**src/rtl/elec_angle_interp.sv**
```systemverilog
module elec_angle_interp #(
  parameter int W    = 16,
  parameter int NPTS = 11,
  parameter int CAW  = $clog2(NPTS + 2),
  parameter int OW   = W + 8
) (
  input  logic                 clk,
  input  logic                 rst_n,
  input  logic [1:0]           ctrl_sel,
  input  logic                 start,
  input  logic [2:0]           sector,
  input  logic                 dir_fwd,
  input  logic [W-1:0]         tick,
  input  logic [W-1:0]         period,
  input  logic signed [W-1:0]  duty,
  input  logic [W-1:0]         speed,
  input  logic                 adv_en,
  input  logic [W-1:0]         adv_thresh,
  input  logic                 cfg_we,
  input  logic [CAW-1:0]       cfg_addr,
  input  logic [W-1:0]         cfg_data,
  output logic signed [OW-1:0] angle,
  output logic signed [OW-1:0] angle_adv,
  output logic                 valid
);

  localparam int QW  = W + 31;
  localparam int NB1 = W + 6;
  localparam int CW  = $clog2(QW + 1);
  localparam int IW  = $clog2(NPTS);
  localparam logic signed [OW:0] FULL = (OW+1)'(360);

  typedef enum logic [1:0] {S_IDLE, S_DIV1, S_DIV2, S_FIN} st_t;
  st_t st;

  logic signed [W-1:0] tab [NPTS];
  logic [W-1:0]  bp0, spc;

  always_ff @(posedge clk or negedge rst_n) begin
    if (!rst_n) begin
      for (int k = 0; k < NPTS; k++) tab[k] <= '0;
      bp0 <= '0;
      spc <= W'(1);
    end else if (cfg_we) begin
      if (cfg_addr < CAW'(NPTS))        tab[cfg_addr] <= cfg_data;
      else if (cfg_addr == CAW'(NPTS))  bp0 <= cfg_data;
      else if (cfg_addr == CAW'(NPTS+1)) spc <= cfg_data;
    end
  end

  // shared serial divider state
  logic [W-1:0]  rem, dvs;
  logic [QW-1:0] dsr, quo;
  logic [CW-1:0] cnt;
  logic [W:0]    trial;
  logic          ge;

  assign trial = {rem, dsr[QW-1]};
  assign ge    = trial >= {1'b0, dvs};

  logic          dir_q, adv_q, below_q;
  logic [2:0]    base_q;
  logic [W-1:0]  uadj_q;
  logic signed [OW-1:0] ang_q;

  logic [W-1:0] uabs;
  assign uabs = duty[W-1] ? W'(-duty) : W'(duty);

  logic [OW-1:0]        q1x, b60;
  logic signed [OW-1:0] ang_nx;
  assign q1x    = OW'(quo[NB1-1:0]);
  assign b60    = OW'(base_q) * OW'(60);
  assign ang_nx = dir_q ? $signed(b60 + q1x) : $signed(b60 - q1x);

  logic [W-1:0]          qi;
  logic [30:0]           fr;
  logic [IW-1:0]         idx;
  logic signed [W:0]     dlt;
  logic signed [W+32:0]  prd;
  logic signed [W-1:0]   adv_val, adv_d;
  logic signed [OW:0]    sum, md, wrp;

  assign qi  = quo[QW-1:31];
  assign fr  = quo[30:0];
  assign idx = qi[IW-1:0];

  always_comb begin
    dlt = {tab[idx + IW'(1)][W-1], tab[idx + IW'(1)]} - {tab[idx][W-1], tab[idx]};
    prd = dlt * $signed({1'b0, fr});
    if (below_q)                  adv_val = tab[0];
    else if (qi >= W'(NPTS - 1))  adv_val = tab[NPTS-1];
    else                          adv_val = tab[idx] + W'(prd >>> 31);
  end

  assign adv_d = dir_q ? adv_val : -adv_val;
  assign sum   = {ang_q[OW-1], ang_q} + {{(OW+1-W){adv_d[W-1]}}, adv_d};
  assign md    = sum % FULL;
  assign wrp   = (md < 0) ? md + FULL : md;

  always_ff @(posedge clk or negedge rst_n) begin
    if (!rst_n) begin
      st <= S_IDLE; angle <= '0; angle_adv <= '0; valid <= 1'b0;
      rem <= '0; dvs <= W'(1); dsr <= '0; quo <= '0; cnt <= '0;
      dir_q <= 1'b1; adv_q <= 1'b0; below_q <= 1'b0; base_q <= '0;
      uadj_q <= '0; ang_q <= '0;
    end else if (ctrl_sel == 2'd0) begin
      st <= S_IDLE; angle <= '0; angle_adv <= '0; valid <= 1'b0;
    end else begin
      valid <= 1'b0;
      case (st)
        S_IDLE: if (start) begin
          dir_q   <= dir_fwd;
          base_q  <= dir_fwd ? sector : 3'(sector + 3'd1);
          adv_q   <= adv_en && (speed > adv_thresh);
          below_q <= uabs <= bp0;
          uadj_q  <= uabs - bp0;
          rem <= '0; quo <= '0; dvs <= period;
          dsr <= {NB1'(tick) * NB1'(60), (QW-NB1)'(0)};
          cnt <= CW'(NB1);
          st  <= S_DIV1;
        end
        S_DIV1, S_DIV2: begin
          if (cnt != '0) begin
            rem <= W'(ge ? trial - {1'b0, dvs} : trial);
            quo <= {quo[QW-2:0], ge};
            dsr <= {dsr[QW-2:0], 1'b0};
            cnt <= cnt - CW'(1);
          end else if (st == S_DIV1) begin
            ang_q <= ang_nx;
            if (adv_q && !below_q) begin
              rem <= '0; quo <= '0; dvs <= spc;
              dsr <= {uadj_q, 31'd0};
              cnt <= CW'(QW);
              st  <= S_DIV2;
            end else begin
              st <= S_FIN;
            end
          end else begin
            st <= S_FIN;
          end
        end
        S_FIN: begin
          angle     <= ang_q;
          angle_adv <= adv_q ? OW'(wrp) : ang_q;
          valid     <= 1'b1;
          st        <= S_IDLE;
        end
        default: st <= S_IDLE;
      endcase
    end
  end

  a_r10_valid_single: assert property (@(posedge clk) disable iff (!rst_n)
    valid |=> !valid);

  a_r9_deselect_clears: assert property (@(posedge clk) disable iff (!rst_n)
    (ctrl_sel == 2'd0) |=> (angle == '0 && angle_adv == '0 && !valid));

  a_r8_wrap_range: assert property (@(posedge clk) disable iff (!rst_n)
    (valid && adv_q) |-> (angle_adv >= 0 && angle_adv < 360));

  a_r10_hold: assert property (@(posedge clk) disable iff (!rst_n)
    !$stable(angle) |-> (valid || angle == '0));

  a_r3_rem_bound: assert property (@(posedge clk) disable iff (!rst_n)
    (st == S_DIV1 || st == S_DIV2) |-> (rem < dvs));

endmodule

```
**config.mk**
```make
export PLATFORM = sky130hd
export DESIGN_NAME = elec_angle_interp
export DESIGN_NICKNAME = d
export VERILOG_FILES = /design/src/rtl/elec_angle_interp.sv
export SDC_FILE = /design/constraint.sdc
export NUM_CORES = 2
export LEC_CHECK = 0
export CAP_MARGIN = 20
export CORE_MARGIN = 1.5
export CORE_UTILIZATION = 50
export DETAILED_ROUTE_END_ITERATION = 8
export PLACE_DENSITY = 0.66
export SLEW_MARGIN = 30
export SYNTH_ARGS = -nofsm -noshare
export SYNTH_HDL_FRONTEND = slang
export SYNTH_SLANG_ARGS = --single-unit
```
**constraint.sdc**
```tcl
create_clock -name clk -period 52.3 [get_ports clk]
set_input_delay 10.46 -clock clk [delete_from_list [all_inputs] [get_ports clk]]
set_output_delay 10.46 -clock clk [all_outputs]
set_load 0.05 [all_outputs]
```
# Word-level counts from Yosys, hierarchy flattened
# Cells that the tools add are included.
# word_totals
out_inout_bits,49
wordCells,148
ff_bits,437
# op_classes
n_addsub,13
eq_ne,13
order_cmp,10
n_bitwise,7
muxes,55
n_mul,3
div_mod_pow,1
reduce_logical,18
# op_table
cell,count
two-way mux 47 bit,8
two-way mux 16 bit,18
one-hot mux 47 bit (2 select lines),2
bitwise mux 176 bit,1
two-way mux 24 bit,7
binary-select mux 16 bit (select 4 bit),2
demux 16 bit (select 4 bit),1
one-hot mux 16 bit (2 select lines),2
multiplier 17 x 32 -> 47 bit,1
negator 16 bit,2
subtractor 16 bit,2
adder 24 x 16 -> 25 bit,1
< comparator 25 x 1 -> 1 bit (second input constant),1
modulo 25 x 10 -> 25 bit (second input constant),1
adder 24 x 10 -> 24 bit (second input constant),1
two-way mux 6 bit,4
adder 9 x 22 -> 23 bit,1
subtractor 9 x 22 -> 23 bit,1
multiplier 16 x 4 -> 20 bit (second input constant),1
>= comparator 17 x 16 -> 1 bit,1
subtractor 16 x 16 -> 17 bit,1
adder 16 bit,1
>= comparator 16 x 4 -> 1 bit (second input constant),1
greater-than comparator 16 bit,1
31 further kinds,58

# Depth between registers and ports, before layout
# depth
depth_word,19
depth_mapped,150

# Worst setup path after synthesis
# No wires, ideal clock.
# synth_timing
kind,register to register
from,register quo[31]
to,register angle_adv[7]
t_arrival_ns,28.811
setup_ns,0.135
path_stages_with_launch,137
slack_ns,23.355
synth_period_minus_slack_ns,28.945
path_cell_list,dfrtp_1 clkinv_1 clkbuf_1 ha_1 buf_1 buf_1 mux2i_1 o211ai_1 o21ai_0 o21ai_0 ha_1 o21ai_0 nand2b_1 a21o_1 a21o_1 a21o_1 a21o_1 a21o_1 (+101 left out) a211oi_1 or3_1 a211o_1 a22o_1 and4b_4 a31o_2 buf_2 nor2_1 nor2_1 a21oi_1 nor2_1 a21oi_1 xnor2_1 ha_1 nor3_1 nor2_1 xnor2_1 o22ai_1
# synth_between
elab_chain_len,19
elab_cells_between_ends,25
classes_between,add/sub (6); mul (1); div (1); order compare (2); mux (13); bitwise (2)
# synth_rtl
item,line_no,rtl
start: declaration,53,"logic [QW-1:0] dsr, quo;"
start signal: assignment,125,"quo <= {quo[QW-2:0], ge};"
adder 4 x 1 -> 4 bit,88,"dlt = {tab[idx + IW'(1)][W-1], tab[idx + IW'(1)]} - {tab[idx][W-1], tab[idx]};"
NOT 4 -> 5 bit (not written as such),88,
binary-select mux 16 bit (select 4 bit),88,
two-way mux 16 bit (not written as such) (2 in a row),88,
subtractor 16 x 16 -> 17 bit,88,
multiplier 17 x 32 -> 47 bit,89,"prd = dlt * $signed({1'b0, fr});"
adder 16 bit,92,else adv_val = tab[idx] + W'(prd >>> 31);
two-way mux 16 bit (*),91,else if (qi >= W'(NPTS - 1)) adv_val = tab[NPTS-1];
(+2 left out),--,
two-way mux 16 bit (*),95,assign adv_d = dir_q ? adv_val : -adv_val;
adder 24 x 16 -> 25 bit (*),96,"assign sum = {ang_q[OW-1], ang_q} + {{(OW+1-W){adv_d[W-1]}}, adv_d};"
modulo 25 x 10 -> 25 bit (*),97,assign md = sum % FULL;
adder 24 x 10 -> 24 bit or < comparator 25 x 1 -> 1 bit (tied branches),98,assign wrp = (md < 0) ? md + FULL : md;
two-way mux 24 bit (*),98,
two-way mux 24 bit (*),144,angle_adv <= adv_q ? OW'(wrp) : ang_q;
two-way mux 24 bit (*),110,case (st)
two-way mux 24 bit (*),106,end else if (ctrl_sel == 2'd0) begin
end signal: assignment,144,
end: declaration,23,"output logic signed [OW-1:0] angle_adv,"
# Every way passes the cells marked *; elsewhere a longest branch is shown, timed or not. The select of a mux whose other input is x is not followed.
# A chain may end at the register's enable or synchronous reset.

# Final worst setup path
# layout_timing
from,register quo[31]
to,register angle_adv[21]
# Same word-level chain as after synthesis.

==> flow_summary.yaml <==
finish:
  area_growth_pct: 9.11
  stdcell_area_um2: 52800
  diodes: 0
  layout-drive-gt1-share_pct: 10.5
  final_nets: 6191
place:
  place_congestion: 0.934
  dp_hpwl_mm: 101
  dpl_cell_area_um2: 51100
  portBuffers: 159
timing:
  period_minus_slack_ns: 34.66
  slew_headroom_pct: 28.8
  clock.fmax_mhz: 28.9
  rsz0062_at_grt: "false"
  final-setup-viol-count: 0
  tns_ns: 0
  min_period_over_period_pct: 66.3
  tightest_slew_ns: 1.07
  hold_viol_final: 0
  worst_hold_slack_ns: 0.480
  maxSlewViolCount: 0
  clock_skew_ns: 0.0257
die:
  die_h_um: 314
  core.rowCount: 113
  coreArea_um2: 95400
  die_w_um: 314
  die_area_um2: 98600
  ioPinCount: 160
  start_util_pct: 50.7
job:
  drv_cap: 0
synthesis:
  syn_inst: 5315
  synth_edf_count: 0
  synth_ff_type: "dfrtp_1"
  synthTopCellsByArea: "dfrtp_1 21%, fa_1 19%, ha_1 7.9%"
  netlist.top_cell.by_area: "dfrtp_1"
  synth.yosys.warnings: 0
  ys_types: 119
  ys_async_sr_fraction_pct: 100
  syn_area_um2: 48400
  synth_area_per_cell_um2: 9.10
  syn_nets: 6201
  synth_most_common_cell: "inv_1"
  synth_commonest_cells: "655 x inv_1, 636 x nand2_1, 471 x fa_1, 407 x dfrtp_1, 304 x ha_1"
  synth_top_area_share_pct: 21.1
  ys_seq_area_share_pct: 21.2
  synth-seq-cells: 410
global_route:
  grt_max_degree: 108
  overflow: 0
  grt_pass1_vias: 38900
  grt_pass1_wl_mm: 218
  grt_usage_pct: 27.8
  antenna_found_initial: 2
clocking:
  clk_pin_slew_ns: 0.07
  clock-root-buffer: "clkbuf_16"
  tritoncts: "done"
  cts_sinks: 410
  cts_resized: 0
  cts_buffers: 48
  cts_max_level: 2
  postCtsHoldBufs: 0
  post_cts_buffers: 0
  clk_latency_ns: 0.64
  cts_buffer_depth: 3
worst_hold_path:
  hold_class: "reg -> reg"
setup_path:
  critPathArrivalTime_ns: 35.19
  startpoint_type: "flip-flop"
  crit_path_frequent_cell: "o21a_1"
  critPathMaxStageDelay_ns: 0.89
  critPathRequiredTime_ns: 52.84
  cp-end-kind: "flip-flop"
  slowest_stage: "ha_2"
  path_class: "reg -> reg"
  crit_path_max_fanout: 38
drt:
  wirelength_mm: 135
  drc: 0
  via_per_inst: 5.83
  post_drt_wl_per_cell_um: 20.4
  vias: 38500
  drt-pass1-iter-count: 6
  antenna_left: 0
  drtIter0Drc: 2934
run_status:
  status: "finished clean"
registers in the layout, indices dropped and copies added, names as in the netlist, 20 cells and up:
register and count:
angle 24, dsr 20, ang_q 24, quo 47, tab 176, angle_adv 24
logic make-up after synthesis:
logic type	count (synthesis)	synth area share [%]
compound gates	1055	14.4
xor+xnor	235	4.36
fa+ha+maj	780	27.5
buf+inv	944	7.59
flops	410	21.2
mux	395	10.4
simple gates	1496	14.5
layout make-up:
class | count | area, µm²
fillers | 8656 | 42700
multi-input cells | 3961 | 34700
flip-flops and latches | 410 | 10300
inverters | 656 | 2460
repair buffers | 228 | 2150
well taps | 1265 | 1580
clock buffers | 66 | 1390
clock inverters | 17 | 248
metal layers:
layer / up-vias / global-route usage [%] / share of wire (%)
met4: 4 / 8.15 / 3.0
met3: 204 / 4.14 / 6.1
met1: 19300 / 37.9 / 44
met5: - / 0 / 0.017
met2: 1194 / 46.0 / 47
li1: 17800 / - / -
stage by stage:
stage | util, % | std cells | worst slack (ns)
2_1_floorplan | - | 5315 | 23.35
4_1_cts | 55.2 | 6601 | 17.58
3_3_place_gp | 53.5 | 6517 | 18.18
6_report | 55.3 | 6603 | 17.64
5_1_grt | 55.3 | 6603 | 14.89
3_5_place_dp | 53.5 | 6518 | 17.72
cells in the final DEF (no fill, tap or decap), types with 24 or more instances in the layout:
cell type,count
nor2b_1,71
ha_1,301
xnor2_1,155
a31oi_1,33
o21bai_1,32
fa_1,471
nand4_1,28
o21a_1,46
clkdlybuf4s50_1,158
mux2_2,212
clkbuf_16,48
a21o_1,84
nor2_1,284
a22o_1,41
buf_4,65
o21ai_1,25
nand2b_1,40
inv_1,654
nor3_1,57
and2_1,147
mux4_2,64
mux2i_1,110
nand3_1,85
o21ai_0,297
or3_1,24
a21oi_1,215
o211ai_1,55
nand2_1,635
xor2_1,56
dfrtp_1,404
worst paths after layout:
| check | startpoint | end | slack, ns | cells past startpoint |
|---|---|---|---|---|
| max | quo[31]$_DFFE_PN0P_ | angle_adv[21]$_DFFE_PN0P_ | 17.64 | 131 |
| min | uadj_q[13]$_DFFE_PN0P_ | uadj_q[13]$_DFFE_PN0P_ | 0.48 | 2 |
| max reg2reg | quo[31]$_DFFE_PN0P_ | angle_adv[21]$_DFFE_PN0P_ | 17.64 | 131 |
| min reg2reg | uadj_q[13]$_DFFE_PN0P_ | uadj_q[13]$_DFFE_PN0P_ | 0.48 | 2 |
| max in group asynchronous | rst_n | tab[141]$_DFFE_PN0P_ | 40.26 | 3 |
| min in group asynchronous | rst_n | bp0[5]$_DFFE_PN0P_ | 9.88 | 1 |
worst max-delay path, delay by kind of cell, from the launching register on:
kind            cells  cell delay (ns)
compound gates     71            17.63
xor+xnor            6             1.24
fa+ha+maj          12             5.46
buf+inv             6             1.80
flops               1             0.81
mux                 8             2.05
simple gates       28             5.44
Power is left out: the tool's default activity adds up to more than one toggle a clock period on the data nets, which glitch-free logic cannot reach.
